### src/rtl/flash_seg_seq.sv
module flash_seg_seq #(
  parameter int ADDR_W      = 32,
  parameter int LEN_W       = 32,
  parameter int BUF_BYTES   = 64,
  parameter int PAGE_BYTES  = 256,
  parameter int SMALL_ERASE = 4096,
  parameter int BIG_ERASE   = 65536,
  parameter int TIMEOUT     = 1000
) (
  input  logic              clk,
  input  logic              rst_n,
  input  logic              req_valid,
  input  logic [1:0]        req_op,
  input  logic [ADDR_W-1:0] req_addr,
  input  logic [LEN_W-1:0]  req_len,
  output logic              busy,
  output logic              cyc_start,
  output logic [1:0]        cyc_kind,
  output logic [ADDR_W-1:0] cyc_addr,
  output logic [LEN_W-1:0]  cyc_len,
  input  logic              cyc_done,
  input  logic              cyc_err,
  output logic              buf_fill,
  output logic              buf_drain,
  output logic              fin,
  output logic [1:0]        fin_status
);
  localparam int PB = $clog2(PAGE_BYTES);
  localparam int SB = $clog2(SMALL_ERASE);
  localparam int BB = $clog2(BIG_ERASE);
  localparam int TW = $clog2(TIMEOUT + 1);

  localparam logic [1:0] OP_RD = 2'd0, OP_WR = 2'd1, OP_ER = 2'd2;
  localparam logic [1:0] ST_OK = 2'd0, ST_ARG = 2'd1, ST_HW = 2'd2, ST_TO = 2'd3;

  typedef enum logic [2:0] {
    S_IDLE, S_CHK, S_SEG, S_FILL, S_ISSUE, S_WAIT, S_DRAIN, S_ADV
  } state_t;

  state_t             st;
  logic               fin_q;
  logic [1:0]         op;
  logic [ADDR_W-1:0]  cur_addr;
  logic [LEN_W-1:0]   rem;
  logic [TW-1:0]      timer;
  logic [1:0]         status;

  logic [LEN_W-1:0]   page_left, buf_cut, data_len, seg_len;
  logic               unaligned, big_ok;

  assign unaligned = |cur_addr[PB-1:0];
  assign page_left = LEN_W'(PAGE_BYTES) - LEN_W'(cur_addr[PB-1:0]);
  assign buf_cut   = (rem < LEN_W'(BUF_BYTES)) ? rem : LEN_W'(BUF_BYTES);
  assign data_len  = (unaligned && page_left < buf_cut) ? page_left : buf_cut;
  assign big_ok    = (cur_addr[BB-1:0] == '0) && (rem >= LEN_W'(BIG_ERASE));
  assign seg_len   = (op == OP_ER) ? (big_ok ? LEN_W'(BIG_ERASE) : LEN_W'(SMALL_ERASE))
                                   : data_len;

  assign busy       = (st != S_IDLE) || fin_q;
  assign cyc_start  = (st == S_ISSUE);
  assign buf_fill   = (st == S_FILL);
  assign buf_drain  = (st == S_DRAIN);
  assign fin        = fin_q;
  assign fin_status = status;
  assign cyc_addr   = cur_addr;
  assign cyc_len    = seg_len;
  assign cyc_kind   = (op == OP_ER) ? (big_ok ? 2'd3 : 2'd2) : op;

  always_ff @(posedge clk) begin
    if (!rst_n) begin
      st       <= S_IDLE;
      fin_q    <= 1'b0;
      op       <= OP_RD;
      cur_addr <= '0;
      rem      <= '0;
      timer    <= '0;
      status   <= ST_OK;
    end else begin
      fin_q <= 1'b0;
      case (st)
        S_IDLE: if (req_valid && !fin_q) begin
          op       <= req_op;
          cur_addr <= req_addr;
          rem      <= req_len;
          st       <= S_CHK;
        end
        S_CHK: begin
          if (op == 2'd3 || (op == OP_ER && ((|cur_addr[SB-1:0]) || (|rem[SB-1:0])))) begin
            status <= ST_ARG;
            fin_q  <= 1'b1;
            st     <= S_IDLE;
          end else begin
            st <= S_SEG;
          end
        end
        S_SEG: begin
          if (rem == '0) begin
            status <= ST_OK;
            fin_q  <= 1'b1;
            st     <= S_IDLE;
          end else begin
            st <= (op == OP_WR) ? S_FILL : S_ISSUE;
          end
        end
        S_FILL: st <= S_ISSUE;
        S_ISSUE: begin
          timer <= '0;
          st    <= S_WAIT;
        end
        S_WAIT: begin
          if (cyc_err) begin
            status <= ST_HW;
            fin_q  <= 1'b1;
            st     <= S_IDLE;
          end else if (cyc_done) begin
            st <= (op == OP_RD) ? S_DRAIN : S_ADV;
          end else if (timer == TW'(TIMEOUT - 1)) begin
            status <= ST_TO;
            fin_q  <= 1'b1;
            st     <= S_IDLE;
          end else begin
            timer <= timer + 1'b1;
          end
        end
        S_DRAIN: st <= S_ADV;
        S_ADV: begin
          cur_addr <= cur_addr + ADDR_W'(seg_len);
          rem      <= rem - seg_len;
          st       <= S_SEG;
        end
        default: st <= S_IDLE;
      endcase
    end
  end

  p_one_strobe_r6: assert property (@(posedge clk) disable iff (!rst_n)
    $onehot0({cyc_start, buf_fill, buf_drain, fin}));

  p_fill_then_start_r6: assert property (@(posedge clk) disable iff (!rst_n)
    buf_fill |=> cyc_start);

  p_page_bound_r1: assert property (@(posedge clk) disable iff (!rst_n)
    (cyc_start && !cyc_kind[1]) |->
      (cyc_len != '0 && cyc_len <= LEN_W'(BUF_BYTES) &&
       (LEN_W'(cyc_addr[PB-1:0]) + cyc_len) <= LEN_W'(PAGE_BYTES)));

  p_big_align_r4: assert property (@(posedge clk) disable iff (!rst_n)
    (cyc_start && cyc_kind == 2'd3) |-> (cyc_addr[BB-1:0] == '0));

  p_err_stops_r5: assert property (@(posedge clk) disable iff (!rst_n)
    (st == S_WAIT && cyc_err) |=> (fin && fin_status == ST_HW));

  p_fin_pulse_r9: assert property (@(posedge clk) disable iff (!rst_n)
    fin |=> (!fin && !cyc_start));
endmodule

### config.mk
export PLATFORM = sky130hd
export DESIGN_NAME = flash_seg_seq
export DESIGN_NICKNAME = d
export VERILOG_FILES = /design/src/rtl/flash_seg_seq.sv
export SDC_FILE = /design/constraint.sdc
export NUM_CORES = 1
export LEC_CHECK = 0
export ABC_AREA = 1
export CAP_MARGIN = 20
export CORE_MARGIN = 4
export CORE_UTILIZATION = 55
export CTS_CLUSTER_SIZE = 28
export DETAILED_ROUTE_END_ITERATION = 6
export PLACE_DENSITY = 0.9
export SYNTH_ARGS = -nofsm -noshare
export SYNTH_HDL_FRONTEND = slang
export SYNTH_SLANG_ARGS = --single-unit
export TNS_END_PERCENT = 20
### constraint.sdc
create_clock -name clk -period 4.67 [get_ports clk]
set_clock_uncertainty 0.15 [all_clocks]
set_input_delay 1.401 -clock clk [delete_from_list [all_inputs] [get_ports clk]]
set_output_delay 1.401 -clock clk [all_outputs]
set_load 0.02 [all_outputs]
* Word level (Yosys, flattened, before mapping)
Cells that the tools add are included.
Widths: inputs -> output; s select.
** Operators by class
- Add/sub/neg operators :: 4
- Order comparisons :: 3
- Eq/ne operators :: 20
- Multiplexer cells :: 35
- Reduce and logical (&&, ||, !) cells :: 24
** Operator list (count)
- $mux 32 :: 5
- $pmux 32 s2 :: 2
- $add 32x32->32 :: 1
- $ge 32x17->1 const B :: 1
- $logic_not 32->1 :: 1
- $lt 32x32->1 :: 1
- $lt 32x7->1 const B :: 1
- $sub 32x32->32 :: 1
- $mux 10 :: 3
- $pmux 3 s8 :: 1
- $reduce_or 12->1 :: 2
- $pmux 10 s2 :: 1
- $mux 3 :: 6
- $mux 17 :: 1
- $logic_not 16->1 :: 1
- $mux 2 :: 7
- $eq 3x3->1 const B :: 4
- $ne 2x2->1 const B :: 6
- $add 10x1->10 const B :: 1
- $eq 10x10->1 const B :: 1
- $sub 9x8->10 const A :: 1
- $reduce_or 8->1 :: 1
- $mux 1 :: 7
- $eq 3x2->1 const B :: 2
- 17 further kinds :: 28
** Storage, ports and cells
- Register bits after elaboration :: 82
- Input port bits :: 71

* Depth between registers and ports, before layout
- Depth in word-level cells :: 8
- Mapped depth :: 34

* Least setup slack after synthesis
No wires, ideal clock.
- Path type :: register to register
- Start :: register cur_addr[0] (netlist: cyc_addr[0])
- End :: register cur_addr[28] (netlist: cyc_addr[28])
- Arrival time :: 4456 ps
- Data required time :: 4388 ps
- Slack :: -68 ps
- Cell stages (with the launch flop) :: 32
- Buffers on the path :: 0
- Cells stage by stage :: dfxtp_1 > inv_1 > ha_1 > nor3b_2 > nand3_1 > xor2_1 > inv_1 > ha_1 > nand2_1 > nor2_1 > a211oi_1 > nand2_2 > nand2_4 > nand3_4 > nand2_1 > inv_1 > nor2_1 > ha_1 > inv_1 > fa_1 > inv_1 > nand3_1 > nand2_1 > a21boi_1 > o21ai_0 > nand2_1 > nand2_1 > nand3b_1 > nand3_1 > nand3_1 > nand2_1 > a21oi_1
** On the way
- Cells in the longest elaborated chain, start to end :: 7
** Ends and longest elaborated chain
- from (decl) :: line 43 : logic [ADDR_W-1:0] cur_addr;
- from (signal assigned) :: line 83 : cur_addr <= req_addr;
- from (signal assigned) :: line 127 : cur_addr <= cur_addr + ADDR_W'(seg_len);
- $sub 9x8->10 :: line 52 : assign page_left = LEN_W'(PAGE_BYTES) - LEN_W'(cur_addr[PB-1:0]);
- $lt 32x32->1 :: line 54 : assign data_len = (unaligned && page_left < buf_cut) ? page_left : buf_cut;
- $logic_and 1x1->1 :: line 54
- $mux 32 (*) :: line 54
- $mux 32 (*) :: line 56 : assign seg_len = (op == OP_ER) ? (big_ok ? LEN_W'(BIG_ERASE) : LEN_W'(SMALL_ERASE))
- net cyc_len[0] :: line 20 : output logic [LEN_W-1:0] cyc_len,
- $add 32x32->32 (*) :: line 127
- $pmux 32 s2 (*) :: line 80 : case (st)
Mark *: on every way through the listed nets, which the timed path passes. The rest lies on a longest branch.
A chain may end at the register's enable or synchronous reset.

* Worst setup path after layout
- Start :: register cur_addr[1] (netlist: cyc_addr[1])
- End :: output port cyc_kind[0]
** On the way
- Cells in the longest elaborated chain, start to end :: 4
** Ends and longest elaborated chain
- $logic_not 16->1 :: line 55 : assign big_ok = (cur_addr[BB-1:0] == '0) && (rem >= LEN_W'(BIG_ERASE));
- $logic_and 1x1->1 :: line 55
- $mux 1 :: line 67 : assign cyc_kind = (op == OP_ER) ? (big_ok ? 2'd3 : 2'd2) : op;
- $mux 2 :: line 67
- to (decl) :: line 18 : output logic [1:0] cyc_kind,
No other way between the ends.

==> flow_summary.json <==
{
  "setup_ws_ns": 0.0373,
  "yosys_warnings": 0,
  "cp_top_family": "simple AND/OR/NAND/NOR gates",
  "grt_usage_pct": 31.3,
  "synthFlopType": "dfxtp_1",
  "netlist_area_mm2": 0.00840,
  "wl_um": 29400,
  "drive_gt1_share_pct": 11.5,
  "initial_core_util_pct": 56.9,
  "port-buffer-count": 121,
  "tns_ns": 0,
  "hpwl_um": 22000,
  "fin_util_pct": 72.9,
  "path_clk_slew_ns": 0.07,
  "core_mm2": 0.0148,
  "r2r_cells": 30,
  "die_y_um": 132,
  "cp.arrival_ns": 3.08,
  "cts_tree": "yes",
  "worstSkewPairLatency_ns": 0.36,
  "io_pins": 144,
  "grt_first_pass_wirelength_um": 45300,
  "crit_top_cell": "nor2_1",
  "via_count": 10200,
  "switching_share_pct": 54.1,
  "drtIter0Drc": 1019,
  "holdPathEnd": "timer[8]$_SDFFE_PN0P_",
  "seq_area_frac_synth_pct": 19.6,
  "hold_start": "timer[8]$_SDFFE_PN0P_",
  "worstPathCellList": "inv_2, ha_4, nor3b_4, nand3_2, nor2_1, nand2_2, buf_4, nor2_1, and3_1, inv_1, nand2_1, clkdlybuf4s50_1",
  "via_per_inst": 5.84,
  "critPathSlowestCell": "clkdlybuf4s50_1",
  "cap_viol_max_count": 0,
  "area_delta_synth_final_pct": 28.1,
  "violations": "design-rule violations",
  "drtAntennaViolNets": 0,
  "p_per_area_mw_per_mm2": 791,
  "setup_viol": 0,
  "synth_cells": 1360,
  "antenna_found_initial": 0,
  "critPathLaunchType": "register",
  "htreeDepth": 3,
  "worst_setup_path_end_kind": "output port",
  "clock_path_buffers": 2,
  "grt_pass1_vias": 9255,
  "hold_viol_final": 0,
  "syn_avg_cell_area_um2": 6.17,
  "outcome": "complete, but fails checks",
  "synth_edf_count": 0,
  "clkPwrFrac_pct": 9.1,
  "firstDrtPassIters": 7,
  "worst-path-stages": 12,
  "max_stage_delay_ns": 0.60,
  "crit_buf_inv": 4,
  "r2r-end": "rem[28]$_SDFFE_PN0P_",
  "nets": 1695,
  "placed_cells": 1708,
  "r2r-start": "rem[8]$_SDFFE_PN0P_",
  "holdWs_ns": 0.336,
  "rows": 44,
  "final_area_mm2": 0.0108,
  "fmax_mhz": 216,
  "dieArea_mm2": 0.0173,
  "met1_usage_pct": 39.9,
  "path_max_fanout": 9,
  "use_met2_pct": 52.7,
  "period_needed_ns": 4.63,
  "p_leak_nw": 4.95,
  "synth_cell_types": 54,
  "cts_sinks": 82,
  "grt_max_degree": 66,
  "irDropWorstVdd_uv": 503,
  "root_buffer": "clkbuf_16",
  "gp_congestion": 0.991,
  "wl_per_cell_um": 16.9,
  "placed_area_mm2": 0.0101,
  "slew_headroom_pct": 51.7,
  "p_int_mw": 3.90,
  "final_cells": 1739,
  "ff2ff_setup_slack_ns": 0.10,
  "whs_path_depth": 1,
  "cts_buffers": 9,
  "hold_class": "register to register",
  "ys_ff_latch": 82,
  "worst-slew-pin-transition_ns": 0.725,
  "grt_busiest_layer": "met2",
  "use_met3_pct": 5.39,
  "p_sw_mw": 4.60,
  "place_ws_ns": -0.0312,
  "dieWidth_um": 132,
  "worstSetupPathType": "register to output port",
  "post-route-period-util_pct": 99.2,
  "pwr-share-seq_pct": 13.3,
  "p_total_mw": 8.51,
  "slew_violations": 0,
  "cp.required_ns": 3.12,
  "p_comb_share_pct": 77.6,
  "grt_overflow": 0,
  "n_antenna_cell": 0,
  "layout_commonest_cell": "nand2_1",
  "layout_common_cells": "nand2_1, inv_1, a21oi_1, nor2_1, clkdlybuf4s50_1",
  "synth-async-reset-ratio_pct": 0,
  "drc": 3
}
-- cell usage after synthesis, types with 11 or more instances --
| master | n | area share (%) |
|---|---|---|
| nand2_1 | 319 | 14 |
| buf_4 | 22 | 2.0 |
| o21a_1 | 17 | 1.5 |
| nand3_1 | 82 | 4.9 |
| nor2_1 | 133 | 5.9 |
| nor3_1 | 12 | 0.72 |
| o21ai_0 | 63 | 3.8 |
| o21bai_1 | 22 | 2.0 |
| nand4_1 | 31 | 2.3 |
| inv_1 | 158 | 7.1 |
| clkbuf_1 | 21 | 0.94 |
| buf_2 | 15 | 0.89 |
| dfxtp_1 | 82 | 20 |
| a21oi_1 | 160 | 9.5 |
| o211ai_1 | 12 | 1.1 |
| ha_1 | 72 | 11 |
| a31oi_1 | 11 | 0.82 |
| xor2_1 | 20 | 2.1 |
-- worst register-to-register path, delay by kind of cell, from the launching register on --
family / cells / cell delay [ns]
adders and majority gates: 3 / 0.83
buffers and inverters: 3 / 0.30
DFF: 1 / 0.34
AOI/OAI and AO/OA: 4 / 0.60
and+or+nand+nor: 20 / 2.21
-- sequential cells by signal, summed over array words and instances, names as in the netlist --
register	cells
cyc_addr	32
st	3
op	2
timer	10
fin	1
fin_status	2
rem	32
-- power by group through the flow --
stage	logic, mW	registers, mW	clock network [mW]
global route	7.13	1.15	0.802
CTS	5.71	1.10	0.775
finish	6.60	1.13	0.772
global placement	5.65	1.10	0
floorplan	3.77	1.17	0
detailed placement	5.76	1.11	0
-- cells by family (layout without fill, tap and decap cells) --
family	Yosys count	after routing	synth area share (%)
and+or+nand+nor	620	620	32.0
xor gates and xnor gates	25	25	2.61
adders and majority gates	74	74	11.2
buffers and inverters	219	350	11.0
AOI/OAI and AO/OA	338	338	23.5
other	2	66	0.0895
DFF	82	82	19.6
-- timing repair --
item | 4_1_cts | 5_1_grt
setup endpoints to repair | 14 | 60
hold buffers | 0 | 0
setup buffers | 0 | 15
pin swaps | 0 | 28
resized for setup | 30 | 80
-- final cells by class --
type | count | area, µm²
clock buffers | 9 | 225
clock inverters | 7 | 83.8
multi-input cells | 1123 | 6360
fillers | 1254 | 4000
inverters | 160 | 601
well taps | 184 | 230
repair buffers | 174 | 1610
flip-flops and latches | 82 | 1650
-- worst max-delay path by stage --
stage	end	slack [ns]	start
after floorplan	cyc_addr[28]$_SDFFE_PN0P_	0.06	cyc_addr[0]$_SDFFE_PN0P_
after global placement	cyc_len[5]	0.06	rem[28]$_SDFFE_PN0P_
after detailed placement	cyc_addr[28]$_SDFFE_PN0P_	-0.03	cyc_addr[0]$_SDFFE_PN0P_
after CTS	cyc_len[1]	-0.01	cyc_addr[1]$_SDFFE_PN0P_
after global routing	rem[26]$_SDFFE_PN0P_	-0.19	rem[12]$_SDFFE_PN0P_
final	cyc_kind[0]	0.04	cyc_addr[1]$_SDFFE_PN0P_
-- metal layers --
| metal | wire, µm | up-vias |
|---|---|---|
| met3 | 2340 | 106 |
| met5 | 0 | - |
| li1 | - | 4890 |
| met4 | 1110 | 0 |
| met2 | 13900 | 518 |
| met1 | 12000 | 4642 |
No activity file was read; power rests on OpenSTA's default activity.
